### src/rtl/daa_cap_pkg.sv
package daa_cap_pkg;

  typedef enum logic [2:0] {
    E_IDLE, E_ADDR, E_ACK, E_CODE, E_PAR
  } entry_st_e;

  typedef enum logic [2:0] {
    R_OFF, R_WAIT, R_HDR, R_HACK, R_DATA, R_DADR, R_DACK
  } round_st_e;

  // 1 when the byte holds an odd number of ones
  function automatic logic odd_ones(input logic [7:0] b);
    return ^b;
  endfunction

  // parity bit that makes byte plus bit hold an odd count of ones
  function automatic logic par_bit_for(input logic [7:0] b);
    return ~(^b);
  endfunction

endpackage

### src/rtl/ccc_entry_detect.sv
module ccc_entry_detect
  import daa_cap_pkg::*;
#(
  parameter logic [6:0] BCAST      = 7'h7E,
  parameter logic [7:0] ENTRY_CODE = 8'h07
) (
  input  logic       clk,
  input  logic       rst_n,
  input  logic       enable_i,
  input  logic       start_i,
  input  logic       stop_i,
  input  logic       byte_v_i,
  input  logic [7:0] byte_i,
  input  logic       ack_v_i,
  input  logic       nack_i,
  input  logic       par_v_i,
  input  logic       par_i,
  output logic       enter_o
);

  localparam logic [7:0] HDR_WR = {BCAST, 1'b0};
  localparam logic       EXP_PAR = par_bit_for(ENTRY_CODE);

  entry_st_e st, nxt;

  always_comb begin
    nxt     = st;
    enter_o = 1'b0;
    if (!enable_i || stop_i) begin
      nxt = E_IDLE;
    end else if (start_i) begin
      nxt = E_ADDR;
    end else begin
      case (st)
        E_ADDR: if (byte_v_i) nxt = (byte_i == HDR_WR) ? E_ACK : E_IDLE;
        E_ACK:  if (ack_v_i)  nxt = nack_i ? E_IDLE : E_CODE;
        E_CODE: if (byte_v_i) nxt = (byte_i == ENTRY_CODE) ? E_PAR : E_IDLE;
        E_PAR:  if (par_v_i) begin
                  enter_o = (par_i == EXP_PAR);
                  nxt     = E_IDLE;
                end
        default: ;
      endcase
    end
  end

  always_ff @(posedge clk or negedge rst_n)
    if (!rst_n) st <= E_IDLE;
    else        st <= nxt;


  enter_needs_par_chk: assert property (@(posedge clk) disable iff (!rst_n)
    enter_o |-> par_v_i);

endmodule

### src/rtl/rec_buffer.sv
module rec_buffer #(
  parameter int NBYTES = 8,
  localparam int CNT_W = $clog2(NBYTES + 1),
  localparam int DW    = NBYTES * 8
) (
  input  logic             clk,
  input  logic             rst_n,
  input  logic             clr_i,
  input  logic             shift_i,
  input  logic [7:0]       din_i,
  output logic [DW-1:0]    data_o,
  output logic [CNT_W-1:0] cnt_o,
  output logic             last_o
);

  // lane 0 holds the newest byte, lane NBYTES-1 the oldest
  for (genvar g = 0; g < NBYTES; g++) begin : g_lane
    logic [7:0] q;
    if (g == 0) begin : g_head
      always_ff @(posedge clk or negedge rst_n)
        if (!rst_n)       q <= '0;
        else if (clr_i)   q <= '0;
        else if (shift_i) q <= din_i;
    end else begin : g_tail
      always_ff @(posedge clk or negedge rst_n)
        if (!rst_n)       q <= '0;
        else if (clr_i)   q <= '0;
        else if (shift_i) q <= g_lane[g-1].q;
    end
    assign data_o[g*8 +: 8] = q;
  end

  always_ff @(posedge clk or negedge rst_n)
    if (!rst_n)       cnt_o <= '0;
    else if (clr_i)   cnt_o <= '0;
    else if (shift_i) cnt_o <= cnt_o + 1'b1;

  assign last_o = (cnt_o == CNT_W'(NBYTES - 1));


  no_overflow_chk: assert property (@(posedge clk) disable iff (!rst_n)
    (shift_i && !clr_i) |-> (cnt_o < CNT_W'(NBYTES)));

endmodule

### src/rtl/daa_round_fsm.sv
module daa_round_fsm
  import daa_cap_pkg::*;
#(
  parameter logic [6:0] BCAST = 7'h7E
) (
  input  logic       clk,
  input  logic       rst_n,
  input  logic       enter_i,
  input  logic       start_i,
  input  logic       stop_i,
  input  logic       byte_v_i,
  input  logic [7:0] byte_i,
  input  logic       ack_v_i,
  input  logic       nack_i,
  input  logic       last_i,
  output logic       active_o,
  output logic       clr_o,
  output logic       shift_o,
  output logic       rec_fire_o,
  output logic       kt_fire_o
);

  round_st_e st, nxt;

  always_comb begin
    nxt        = st;
    clr_o      = 1'b0;
    shift_o    = 1'b0;
    rec_fire_o = 1'b0;
    kt_fire_o  = 1'b0;
    if (st != R_OFF && stop_i) begin
      nxt = R_OFF;
    end else if (st != R_OFF && start_i) begin
      nxt   = R_HDR;
      clr_o = 1'b1;
    end else begin
      case (st)
        R_OFF:  if (enter_i) nxt = R_WAIT;
        R_HDR:  if (byte_v_i) nxt = (byte_i[7:1] == BCAST) ? R_HACK : R_OFF;
        R_HACK: if (ack_v_i) begin
                  if (!nack_i) begin
                    nxt   = R_DATA;
                    clr_o = 1'b1;
                  end else begin
                    nxt = R_OFF;
                  end
                end
        R_DATA: if (byte_v_i) begin
                  shift_o = 1'b1;
                  if (last_i) nxt = R_DADR;
                end
        R_DADR: if (byte_v_i) begin
                  rec_fire_o = 1'b1;
                  nxt        = R_DACK;
                end
        R_DACK: if (ack_v_i) begin
                  kt_fire_o = 1'b1;
                  clr_o     = 1'b1;
                  nxt       = R_WAIT;
                end
        default: ;
      endcase
    end
  end

  always_ff @(posedge clk or negedge rst_n)
    if (!rst_n) st <= R_OFF;
    else        st <= nxt;

  assign active_o = (st != R_OFF);


  stop_ends_chk: assert property (@(posedge clk) disable iff (!rst_n)
    stop_i |=> (st == R_OFF));


  enter_when_idle_chk: assert property (@(posedge clk) disable iff (!rst_n)
    enter_i |-> (st == R_OFF));


  nack_ends_chk: assert property (@(posedge clk) disable iff (!rst_n)
    (st == R_HACK && ack_v_i && nack_i && !start_i && !stop_i) |=> !active_o);

endmodule

### src/rtl/daa_capture.sv
module daa_capture
  import daa_cap_pkg::*;
#(
  parameter int         ID_BYTES   = 6,
  parameter int         CHR_BYTES  = 2,
  parameter logic [6:0] BCAST      = 7'h7E,
  parameter logic [7:0] ENTRY_CODE = 8'h07,
  localparam int        REC_BYTES  = ID_BYTES + CHR_BYTES,
  localparam int        REC_W      = (REC_BYTES + 1) * 8
) (
  input  logic             clk,
  input  logic             rst_n,
  input  logic             ev_start_i,
  input  logic             ev_stop_i,
  input  logic             ev_byte_v_i,
  input  logic [7:0]       ev_byte_i,
  input  logic             ev_ack_v_i,
  input  logic             ev_nack_i,
  input  logic             ev_par_v_i,
  input  logic             ev_par_i,
  output logic             active_o,
  output logic             rec_valid_o,
  output logic [REC_W-1:0] rec_o,
  output logic             rec_par_err_o,
  output logic             kt_valid_o,
  output logic [6:0]       kt_addr_o
);

  localparam int CNT_W = $clog2(REC_BYTES + 1);

  logic                   enter_w;
  logic                   clr_w, shift_w, rec_fire_w, kt_fire_w, last_w;
  logic [REC_BYTES*8-1:0] buf_w;
  logic [CNT_W-1:0]       cnt_w;
  logic [6:0]             addr_hold;

  ccc_entry_detect #(.BCAST(BCAST), .ENTRY_CODE(ENTRY_CODE)) u_entry (
    .clk(clk), .rst_n(rst_n), .enable_i(!active_o),
    .start_i(ev_start_i), .stop_i(ev_stop_i),
    .byte_v_i(ev_byte_v_i), .byte_i(ev_byte_i),
    .ack_v_i(ev_ack_v_i), .nack_i(ev_nack_i),
    .par_v_i(ev_par_v_i), .par_i(ev_par_i),
    .enter_o(enter_w)
  );

  daa_round_fsm #(.BCAST(BCAST)) u_fsm (
    .clk(clk), .rst_n(rst_n), .enter_i(enter_w),
    .start_i(ev_start_i), .stop_i(ev_stop_i),
    .byte_v_i(ev_byte_v_i), .byte_i(ev_byte_i),
    .ack_v_i(ev_ack_v_i), .nack_i(ev_nack_i), .last_i(last_w),
    .active_o(active_o), .clr_o(clr_w), .shift_o(shift_w),
    .rec_fire_o(rec_fire_w), .kt_fire_o(kt_fire_w)
  );

  rec_buffer #(.NBYTES(REC_BYTES)) u_buf (
    .clk(clk), .rst_n(rst_n), .clr_i(clr_w), .shift_i(shift_w),
    .din_i(ev_byte_i), .data_o(buf_w), .cnt_o(cnt_w), .last_o(last_w)
  );

  always_ff @(posedge clk or negedge rst_n)
    if (!rst_n) begin
      rec_valid_o   <= 1'b0;
      rec_o         <= '0;
      rec_par_err_o <= 1'b0;
      addr_hold     <= '0;
      kt_valid_o    <= 1'b0;
      kt_addr_o     <= '0;
    end else begin
      rec_valid_o <= rec_fire_w;
      kt_valid_o  <= kt_fire_w;
      if (rec_fire_w) begin
        rec_o         <= {buf_w, ev_byte_i};
        rec_par_err_o <= !odd_ones(ev_byte_i);
        addr_hold     <= ev_byte_i[7:1];
      end
      if (kt_fire_w) kt_addr_o <= addr_hold;
    end


  rec_after_byte_chk: assert property (@(posedge clk) disable iff (!rst_n)
    rec_valid_o |-> $past(ev_byte_v_i));


  kt_after_ack_chk: assert property (@(posedge clk) disable iff (!rst_n)
    kt_valid_o |-> $past(ev_ack_v_i));


  strobes_apart_chk: assert property (@(posedge clk) disable iff (!rst_n)
    !(rec_valid_o && kt_valid_o));


  cnt_cleared_chk: assert property (@(posedge clk) disable iff (!rst_n)
    kt_valid_o |-> (cnt_w == '0));

endmodule

### config.mk
export PLATFORM = sky130hd
export DESIGN_NAME = daa_capture
export DESIGN_NICKNAME = d
export VERILOG_FILES = /design/src/rtl/daa_cap_pkg.sv /design/src/rtl/ccc_entry_detect.sv /design/src/rtl/rec_buffer.sv /design/src/rtl/daa_round_fsm.sv /design/src/rtl/daa_capture.sv
export SDC_FILE = /design/constraint.sdc
export NUM_CORES = 1
export LEC_CHECK = 0
export ABC_AREA = 1
export BUFFER_PORTS_ARGS = -buffer_cell sky130_fd_sc_hd__buf_2
export CAP_MARGIN = 25
export CELL_PAD_IN_SITES_DETAIL_PLACEMENT = 1
export CELL_PAD_IN_SITES_GLOBAL_PLACEMENT = 1
export CORE_MARGIN = 3
export CORE_UTILIZATION = 38
export CTS_CLUSTER_SIZE = 28
export DETAILED_ROUTE_END_ITERATION = 16
export PLACE_DENSITY_LB_ADDON = 0.12
export SLEW_MARGIN = 20
export SYNTH_ARGS = -nofsm -noshare
export SYNTH_HDL_FRONTEND = slang
export SYNTH_SLANG_ARGS = --single-unit
### constraint.sdc
create_clock -name clk -period 1.4 [get_ports clk]
set_input_delay 0.28 -clock clk [delete_from_list [all_inputs] [get_ports clk]]
set_output_delay 0.28 -clock clk [all_outputs]
set_load 0.01 [all_outputs]
==> impl_metrics.ini <==
[power_and_ir_drop]
finalPower_mw = 13.25
p_leak_nw = 6.004
vdd_drop_max_v = 0.0008996
powerDensity_nw_per_um2 = 1221

[global_route]
grt_max_degree = 37
antenna_found_initial = 0
grt_pass1_wl_um = 36540
grtUsageTotal_pct = 23.76
busiest_layer = met2
met3_usage_pct = 4.342
met1_usage_pct = 28.98
grtUsageMet2_pct = 43.02
grt_overflow = 0
grt_pass1_vias = 6763

[synthesis]
yosys.area.top_type = dfrtp_1
syn_avg_cell_area_um2 = 8.351
synth_nets = 850
ys_seq_area_share_pct = 56.73
synth_area_um2 = 6882
syn_inst = 824
synth_cell_types = 28
synth_area_leaders = dfrtp_1 57%, nand2_1 16%, inv_1 7.7%, o21ai_1 5.0%, o21ai_0 4.3%
synth_top_area_share_pct = 56.73
synth_warnings = 0
synth_seq_cells = 156

[min_path]
whs_path_depth = 3
holdCritPathClass = input port to register
hold_path_end = rec_o[2]
hp-start = ev_byte_i[2]

[timing]
hold_viol_final = 0
setup_violations = 156
slew_violations = 0
max_freq_mhz = 569.4
finalCriticalPeriod_ns = 1.756
skew_ns = 0.008603
rsz0062_at_grt = yes
setup_slack_ns = -0.3564
max_slew_margin_pct = 72.82
min_period_over_period_pct = 125.5
tightest_slew_ns = 0.4077

[critical_path]
crit_arrival_ns = 2.13
timing_worst_setup_path_type = register to register
cp-end-kind = register
critPathBufInv = 4
crit_slowest_cell = dfrtp_2
reg2reg_depth = 10
crit_path_start_kind = register
cp_top_family = simple AND/OR/NAND/NOR gates
r2r-end = u_buf.g_lane[4].q[4]
critPathLaunch = u_fsm.st[1]
reg2reg_from = u_fsm.st[1]
path_cells = nor2_4 -> nand2_2 -> nor3_4 -> buf_12 -> buf_12 -> buf_4 -> nand2_1 -> o21ai_0 -> nand2_1 -> inv_1
critical-path-max-stage-delay_ns = 0.45
required_ns = 1.77
critPathMaxFanout = 6
rrSetupSlack_ns = -0.36

[floorplan]
boundaryPins = 100
initial_utilization_pct = 39.24
rows = 48
die_h_um = 140.6
core_area_um2 = 17540
die_area_um2 = 19760
die_w_um = 140.6

[final_layout]
n_antenna_cell = 0
final_cell_mix = 153 x dfrtp_1, 148 x nand2_1, 134 x inv_1, 97 x buf_2, 75 x nand2_4
fin_nets = 1033
mostFrequentLayoutCell = dfrtp_1
drive_gt1_share_pct = 47.35
fill_cells = 1903
final_cells = 1245
synthToLayoutAreaGrowth_pct = 57.73

[run_status]
violations = negative setup slack
outcome = complete, but fails checks

[clock_network]
path_clk_slew_ns = 0.07
cts_root_buf = clkbuf_16
clock_path_buffers = 2
htreeDepth = 4
clk-insertion-delay-late_ns = 0.43
clock-sinks = 156
cts_inserted_buffers = 17
cts_tree = built

[routing]
drt_iter0_drc = 313
num_vias = 6421
drc = 0
ant_nets = 0
drt_wl_total_um = 27690
vias_per_cell = 5.157
drtPass1Iterations = 4
wire_per_inst_um = 22.24

[job]
cap_violations = 0

[placed_design]
placedCellCount = 1156
pre_cts_ws_ns = -0.2235
dp_hpwl_um = 13500
io_buffers = 99
place.gp.congestion = 0.8595
## metal layers
metal  wire, um  up-vias
met4        779        0
met1      11010     3281
met3       1225       61
li1           -     2887
met2      14670      192
met5          0        -
## registers in the layout (all words and copies together), names as in the netlist
name / flops
kt_addr_o: 7
kt_valid_o: 1
rec_o: 72
rec_par_err_o: 1
rec_valid_o: 1
u_buf.cnt_o: 4
u_buf.g_lane.q: 64
u_entry.st: 3
u_fsm.st: 3
## per-stage QoR
| step | utilization, % | area (um^2) | hold WS, ns | setup TNS, ns |
|---|---|---|---|---|
| 2_1_floorplan | - | 6938 | -0.01559 | -3.149 |
| 3_3_place_gp | 45.28 | 7941 | 0.2155 | -14.02 |
| 3_5_place_dp | 45.28 | 7941 | 0.2237 | -22.98 |
| 4_1_cts | 53.52 | 9387 | 0.1503 | -24.46 |
| 5_1_grt | 61.89 | 10850 | 0.1774 | -47.47 |
| 6_report | 61.89 | 10850 | 0.1862 | -36.44 |
## Yosys cell counts
cell       instances
inv_1            141
nor2_2             1
nor2_1            10
nand2_2            2
xor2_1             1
a21oi_1            3
dfrtp_1          156
a21boi_0           1
nor2_4             3
nand2_1          295
o21ai_0           59
xnor2_1            4
o21ai_1           69
nand4_1            5
buf_6              4
clkbuf_1           4
buf_4             13
a2bb2oi_1          1
nand3_1           13
ha_1               9
or2_2              1
nand3b_1           2
nand3_2            1
o211ai_1           1
nor3_1             2
inv_2              4
buf_2             17
nor3_2             2
## power by group
group / switching, mW / internal [mW] / total, mW
Combinational: 1.75 / 1.40 / 3.15
Clock: 2.02 / 3.04 / 5.06
Sequential: 0.304 / 4.73 / 5.04
Total: 4.07 / 9.18 / 13.2
## worst max-delay path by stage
stage | to | slack (ns) | cells past startpoint
5_1_grt | u_buf.g_lane[3].q[0] | -0.43 | 11
3_5_place_dp | u_buf.g_lane[5].q[3] | -0.22 | 9
6_report | u_buf.g_lane[4].q[4] | -0.36 | 10
2_1_floorplan | u_buf.g_lane[2].q[7] | -0.04 | 9
4_1_cts | active_o | -0.24 | 4
3_3_place_gp | u_buf.g_lane[5].q[2] | -0.14 | 9
## cells by family (layout without fill, tap and decap cells)
family          Yosys count  after routing  synth area share (%)
xor+xnor                  5              5                0.6363
flops                   156            156                 56.73
simple gates            337            337                 19.69
buf+inv                 183            379                 11.44
fa+ha+maj                 9              9                 1.636
compound gates          134            134                 9.873
## timing repair
action / in CTS / in global routing
endpoints found under the hold margin: 29 / 0
gates cloned: 15 / 20
hold buffers: 1 / 0
endpoints found under the setup margin: 152 / 156
pin swaps: 9 / 47
resized for setup: 110 / 304
setup buffers: 14 / 11
## area by class of cell
type | instances | area (um^2) | share of cell area [%]
inverters | 145 | 566.8 | 5.222
well taps | 225 | 281.5 | 2.594
clock buffers | 19 | 442.9 | 4.081
clock inverters | 13 | 188.9 | 1.741
repair buffers | 202 | 2186 | 20.14
multi-input cells | 485 | 3281 | 30.22
flip-flops and latches | 156 | 3908 | 36.00
## tightest hold or removal path, delay by kind of cell
family,cells,cell delay [ns]
buffers and inverters,1,0.17
AOI/OAI and AO/OA,1,0.04
and+or+nand+nor,1,0.09
Note: power is estimated with default switching activity, not from simulation.
